===== config.mk =====
export PLATFORM = sky130hd
export DESIGN_NAME = exc_entry_seq
export DESIGN_NICKNAME = d
export VERILOG_FILES = /design/src/rtl/exc_entry_pkg.sv /design/src/rtl/exc_prio_pick.sv /design/src/rtl/exc_frame_gen.sv /design/src/rtl/exc_entry_seq.sv
export SDC_FILE = /design/constraint.sdc
export NUM_CORES = 1
export LEC_CHECK = 0
export CAP_MARGIN = 20
export CORE_ASPECT_RATIO = 1.4
export CORE_MARGIN = 2
export CORE_UTILIZATION = 35
export CTS_CLUSTER_DIAMETER = 80
export DETAILED_ROUTE_END_ITERATION = 12
export SYNTH_ARGS = -nofsm -noshare
export SYNTH_HDL_FRONTEND = slang
export SYNTH_SLANG_ARGS = --single-unit

===== constraint.sdc =====
create_clock -name clk -period 14 [get_ports clk]
set_input_delay 2.1 -clock clk [delete_from_list [all_inputs] [get_ports clk]]
set_output_delay 2.1 -clock clk [all_outputs]
set_load 0.01 [all_outputs]

===== src/rtl/exc_entry_pkg.sv =====
package exc_entry_pkg;
  localparam int WORD_W      = 32;
  localparam int BASIC_WORDS = 8;
  localparam int EXT_WORDS   = 26;
  localparam int XPSR_IDX    = 7;
  localparam int PAD_BIT     = 9;
  localparam int IDX_W       = $clog2(EXT_WORDS);

  typedef enum logic [1:0] {ST_IDLE, ST_STACK, ST_WAIT} seq_state_t;

  function automatic logic [WORD_W-1:0] ret_code(logic ext, logic thread, logic psp);
    logic [3:0] lo;
    lo = !thread ? 4'h1 : (psp ? 4'hD : 4'h9);
    return {27'h7FF_FFFF, ~ext, lo};
  endfunction
endpackage


===== src/rtl/exc_prio_pick.sv =====
module exc_prio_pick #(
  parameter int N = 16,
  parameter int W = $clog2(N)
) (
  input  logic [N-1:0] req,
  output logic         found,
  output logic [W-1:0] idx
);
  // lowest set index wins: scan downward, last hit is kept
  always_comb begin
    found = 1'b0;
    idx   = '0;
    for (int i = N - 1; i >= 0; i--) begin
      if (req[i]) begin
        found = 1'b1;
        idx   = W'(i);
      end
    end
  end
endmodule


===== src/rtl/exc_frame_gen.sv =====
module exc_frame_gen
  import exc_entry_pkg::*;
(
  input  logic [WORD_W-1:0] base,
  input  logic [IDX_W-1:0]  idx,
  input  logic [WORD_W-1:0] ctx,
  input  logic              pad,
  input  logic              ext,
  output logic [WORD_W-1:0] addr,
  output logic [WORD_W-1:0] data
);
  assign addr = base + {{(WORD_W-IDX_W-2){1'b0}}, idx, 2'b00};

  always_comb begin
    data = ctx;
    if (ext && int'(idx) == EXT_WORDS - 1) begin
      data = '0;
    end else if (int'(idx) == XPSR_IDX) begin
      data[PAD_BIT] = pad;
    end
  end
endmodule


===== src/rtl/exc_entry_seq.sv =====
module exc_entry_seq
  import exc_entry_pkg::*;
#(
  parameter int NUM_EXC = 16,
  parameter int EXC_W   = $clog2(NUM_EXC)
) (
  input  logic               clk,
  input  logic               rst,
  input  logic [NUM_EXC-1:0] pend_set,
  input  logic [31:0]        vtor,
  input  logic [31:0]        sp_in,
  input  logic               fp_ctx,
  input  logic               stkalign,
  input  logic               use_psp,
  input  logic               thread_mode,
  output logic [4:0]         ctx_sel,
  input  logic [31:0]        ctx_word,
  output logic               mw_en,
  output logic [31:0]        mw_addr,
  output logic [31:0]        mw_data,
  output logic               vr_en,
  output logic [31:0]        vr_addr,
  input  logic               vr_valid,
  input  logic [31:0]        vr_data,
  output logic               done,
  output logic [EXC_W-1:0]   exc_num_o,
  output logic [31:0]        hdl_addr,
  output logic [31:0]        sp_out,
  output logic [31:0]        exc_ret,
  output logic [NUM_EXC-1:0] pend_o,
  output logic [NUM_EXC-1:0] act_o
);
  localparam logic [31:0] BASIC_BYTES = 32'(BASIC_WORDS * 4);
  localparam logic [31:0] EXT_BYTES   = 32'(EXT_WORDS * 4);

  seq_state_t         state;
  logic [EXC_W-1:0]   tgt;
  logic [IDX_W-1:0]   wcnt;
  logic               ext_q, pad_q, thread_q, psp_q;
  logic [31:0]        base_q;
  logic               vwait, vhave;
  logic [EXC_W-1:0]   vnum;
  logic [31:0]        vdata;
  logic [NUM_EXC-1:0] pend_q, act_q;

  logic             p_any, a_any;
  logic [EXC_W-1:0] p_idx, a_idx;

  exc_prio_pick #(.N(NUM_EXC), .W(EXC_W)) u_pick_pend (
    .req(pend_q), .found(p_any), .idx(p_idx));
  exc_prio_pick #(.N(NUM_EXC), .W(EXC_W)) u_pick_act (
    .req(act_q), .found(a_any), .idx(a_idx));

  logic             busy, start, late, go;
  logic [EXC_W-1:0] nt;
  logic             pad_now;
  logic [31:0]      adj_sp;
  logic [IDX_W-1:0] last_idx;

  assign busy     = (state != ST_IDLE);
  assign start    = !busy && p_any && (!a_any || p_idx < a_idx);
  assign late     = busy && p_any && (p_idx < tgt);
  assign nt       = late ? p_idx : tgt;
  assign go       = (state == ST_WAIT) && vhave && (vnum == tgt) && !late;
  assign pad_now  = stkalign & sp_in[2];
  assign adj_sp   = sp_in - {29'd0, pad_now, 2'b00};
  assign last_idx = ext_q ? IDX_W'(EXT_WORDS - 1) : IDX_W'(BASIC_WORDS - 1);

  logic [31:0] fg_addr, fg_data;
  exc_frame_gen u_frame (
    .base(base_q), .idx(wcnt), .ctx(ctx_word), .pad(pad_q), .ext(ext_q),
    .addr(fg_addr), .data(fg_data));

  assign ctx_sel = wcnt;

  // entry sequence and frame writes
  always_ff @(posedge clk) begin
    if (rst) begin
      state     <= ST_IDLE;
      tgt       <= '0;
      wcnt      <= '0;
      ext_q     <= 1'b0;
      pad_q     <= 1'b0;
      thread_q  <= 1'b0;
      psp_q     <= 1'b0;
      base_q    <= '0;
      mw_en     <= 1'b0;
      mw_addr   <= '0;
      mw_data   <= '0;
      done      <= 1'b0;
      exc_num_o <= '0;
      hdl_addr  <= '0;
      sp_out    <= '0;
      exc_ret   <= '0;
    end else begin
      mw_en <= 1'b0;
      done  <= 1'b0;
      case (state)
        ST_IDLE: if (start) begin
          tgt      <= p_idx;
          ext_q    <= fp_ctx;
          pad_q    <= pad_now;
          thread_q <= thread_mode;
          psp_q    <= use_psp;
          base_q   <= adj_sp - (fp_ctx ? EXT_BYTES : BASIC_BYTES);
          wcnt     <= '0;
          state    <= ST_STACK;
        end
        ST_STACK: begin
          mw_en   <= 1'b1;
          mw_addr <= fg_addr;
          mw_data <= fg_data;
          wcnt    <= wcnt + 1'b1;
          if (wcnt == last_idx) state <= ST_WAIT;
        end
        default: if (go) begin
          done      <= 1'b1;
          hdl_addr  <= vdata;
          sp_out    <= base_q;
          exc_ret   <= ret_code(ext_q, thread_q, psp_q);
          exc_num_o <= tgt;
          wcnt      <= '0;
          state     <= ST_IDLE;
        end
      endcase
      if (late) tgt <= p_idx;
    end
  end

  // vector fetch tracker, runs beside the frame writes
  always_ff @(posedge clk) begin
    if (rst) begin
      vr_en   <= 1'b0;
      vr_addr <= '0;
      vwait   <= 1'b0;
      vhave   <= 1'b0;
      vnum    <= '0;
      vdata   <= '0;
    end else begin
      vr_en <= 1'b0;
      if (start) begin
        vr_en   <= 1'b1;
        vr_addr <= vtor + (32'(p_idx) << 2);
        vnum    <= p_idx;
        vwait   <= 1'b1;
        vhave   <= 1'b0;
      end else if (vwait) begin
        if (vr_valid) begin
          vwait <= 1'b0;
          vhave <= (vnum == nt);
          vdata <= vr_data;
        end
      end else if (busy && !go && !(vhave && vnum == nt)) begin
        vr_en   <= 1'b1;
        vr_addr <= vtor + (32'(nt) << 2);
        vnum    <= nt;
        vwait   <= 1'b1;
        vhave   <= 1'b0;
      end
    end
  end

  // per-exception status bits
  for (genvar g = 0; g < NUM_EXC; g++) begin : g_stat
    logic clr_g;
    assign clr_g = go && (tgt == EXC_W'(g));
    always_ff @(posedge clk) begin
      if (rst) begin
        pend_q[g] <= 1'b0;
        act_q[g]  <= 1'b0;
      end else begin
        pend_q[g] <= (pend_q[g] | pend_set[g]) & ~clr_g;
        act_q[g]  <= act_q[g] | clr_g;
      end
    end
  end

  assign pend_o = pend_q;
  assign act_o  = act_q;
endmodule


==> impl_metrics.tcl <==
set metrics [dict create \
    avgSynthCellArea_sq_um 8.74 \
    start_kind "flop" \
    hold_ws_ns 0.446 \
    netlist_top_cells_area "dfxtp_1, nand2_1, nor2_1" \
    tightest_slew_ns 1.07 \
    wl_microns 37600 \
    clk_latency_ns 0.56 \
    fin_util_pct 49.8 \
    syn_area_sq_um 12700 \
    ctsHtreeMaxLevel 1 \
    yosys_warnings 0 \
    cts_inserted_buffers 30 \
    cts.path.max_buffers 3 \
    drt_iter0_drc 517 \
    vias 11300 \
    placement_rows 82 \
    start_util_pct 35.5 \
    die_h_microns 229 \
    grt_use_met1_pct 21.8 \
    min_period_over_period_pct 40.4 \
    ys_ff_latch 288 \
    grt_busiest_layer "met2" \
    max_freq_mhz 177 \
    grt_use_total_pct 19.3 \
    regArea_sq_um 5770 \
    clk_pin_slew_ns 0.06 \
    multi_input_area_sq_um 6230 \
    yosysUniqueCellTypes 76 \
    crit_fanout 6 \
    layout-drive-gt1-share_pct 5.39 \
    status "complete, no violations" \
    synth_top_area_cell "dfxtp_1" \
    crit_type "reg -> reg" \
    tns_ns 0 \
    grt_overflow 0 \
    cp_slowest_stage_delay_ns 0.48 \
    synth_top_area_share_pct 45.5 \
    async_flop_share_pct 0 \
    grt_pass1_vias 11000 \
    setup_viol 0 \
    slew_viol_final 0 \
    wire_per_inst_microns 16.6 \
    portBuffers 385 \
    gp_congestion 0.839 \
    yosysSeqAreaShare_pct 45.5 \
    endpoint_kind "flop" \
    crit_family "simple AND/OR/NAND/NOR gates" \
    areaGrowthSynthToFinish_pct 40.5 \
    worstPathRequired_ns 14.43 \
    clock-sinks 288 \
    io_pins 387 \
    cts_hold_buf 0 \
    cp_cell_sequence "nor4_1 > o31ai_1 > o32ai_1 > ha_1 > nand2b_1 > a21oi_1 > o311a_1 > nor3_1 > a21oi_1 > mux2i_1 > inv_1 > ha_1 > inv_1 > fa_1 > nor2b_1 > o21ai_0 > a211oi_1 > nor2b_1 > nor2b_1 > nand3_1 > xnor2_1 > mux2i_1 > nor2_1" \
    drt_pass1_iterations 4 \
    use_met2_pct 35.5 \
    ir_drop_mv 0.0948 \
    place_hpwl_microns 27700 \
    synth_cells 1450 \
    cts_root_buffer "clkbuf_16" \
    rsz0062_at_grt "no" \
    worst_path_max_delay_cell "nor3_1" \
    fin_crit_ns 5.65 \
    powerDensity_nw_per_um2 117 \
    reg2reg_slack_ns 8.35 \
    post-cts-setup-buffers 0 \
    slew_headroom_pct 28.3 \
    ant_nets 0 \
    p_leak_nw 6.40 \
    ys.flop_type "dfxtp_1" \
    hold_viol_final 0 \
    maxCapViolCount 0 \
    nFillCells 3434 \
    hold_class "reg -> reg" \
    crit_top_cell "nor2b_1" \
    cts_tree "done" \
    met3_usage_pct 3.86 \
    vias_per_cell 4.98 \
    antenna_found_initial 1 \
    core-area_sq_um 35700 \
    die_w_microns 165 \
    cts_resized 0 \
    fin_nets 1953 \
    grt_max_degree 100 \
    grt_pass1_wl_microns 58700 \
    drc 0 \
    skew_ns 0.0102 \
    synth_nets 1628 \
    fp.dieArea_sq_um 37800 \
    cp_data_arrival_time_ns 6.08 \
    cp_num_buf_inv 2 \
    synth_edf_count 0 \
]
-- per-stage QoR --
stage	total power, mW	instances	setup WS [ns]	instance area (sq um)
floorplan	1.06	1450	9.18	12700
global placement	1.20	2204	8.47	16700
detailed placement	1.20	2205	8.37	16700
CTS	2.10	2260	8.31	17800
global route	2.17	2261	7.75	17800
finish	2.07	2261	8.35	17800
-- sequential cells by signal, summed over array words and instances (netlist names), 2 cells and up --
register,cells
act_o,16
base_q,32
ctx_sel,5
exc_num_o,4
exc_ret,4
hdl_addr,32
mw_addr,32
mw_data,32
pend_o,16
sp_out,32
state,2
tgt,4
vdata,32
vnum,4
vr_addr,32
-- kinds of logic after synthesis --
logic type	count (synthesis)	synth area share, %
simple gates	565	20.1
flops	288	45.5
compound gates	281	15.1
buf+inv	139	5.53
xor+xnor	82	5.67
mux	67	5.30
fa+ha+maj	27	2.78
other cells	1	0.0296
-- Yosys cell counts (8+ instances only) --
cell type and number:
xor2_1 26, a211oi_1 50, nand3_1 37, and3_1 9
nor3_1 23, buf_1 8, buf_2 11, or4_1 9
clkbuf_1 54, a311oi_1 11, ha_1 25, nor2_1 193
nand2_1 215, a22o_1 32, or3_1 8, nor2b_1 10
dfxtp_1 288, o31ai_1 8, o21ai_0 25, buf_4 29
inv_1 32, nor4_1 12, a21oi_1 116, nand2b_1 11
mux2i_1 66, xnor2_1 56
-- layout by cell type, fill, tap and decap left out, types with 25 or more instances in the layout --
cell	synthesis	final
o21ai_0	25	25
clkdlybuf4s50_1	0	384
ha_1	25	25
clkbuf_16	0	31
inv_1	32	32
a211oi_1	50	50
nor2_1	193	192
a22o_1	32	32
mux2i_1	66	66
nand2_1	215	215
xnor2_1	56	56
xor2_1	26	26
dfxtp_1	288	288
nand3_1	37	37
a21oi_1	116	115
-- power by group --
| part | leakage (nW) | total (mW) | internal (mW) | switching (mW) |
|---|---|---|---|---|
| registers | 2.36 | 0.896 | 0.860 | 0.0358 |
| clock network | 0.555 | 0.890 | 0.555 | 0.335 |
| logic | 3.49 | 0.287 | 0.148 | 0.139 |
| total | 6.40 | 2.07 | 1.56 | 0.510 |
-- final timing paths --
path | startpoint | to | depth (start not counted)
setup / recovery | pend_o[5] | vr_addr[26] | 23
hold / removal | vdata[13] | hdl_addr[13] | 2
setup reg to reg | pend_o[5] | vr_addr[26] | 23
hold reg to reg | vdata[13] | hdl_addr[13] | 2
-- tightest hold or removal path: cells and delay by family (launching register included) --
kind	cells	cell delay (ns)
simple gates	1	0.05
flops	1	0.30
compound gates	1	0.05
-- final cells by class --
class	count	area share [%]
multi-input combinational	1023	35.0
sequential	288	32.4
timing repair buffer	399	22.3
clock buffer	41	5.02
tap	462	3.25
clock inverter	14	1.29
inverter	33	0.696
antenna	1	0.0141
-- layer usage --
metal	part of all wire (%)	wire, microns
met4	3.5	1310
met5	0	0
met1	39	14800
met2	51	19200
met3	6.1	2310
No activity file was read; power rests on OpenSTA's default activity.
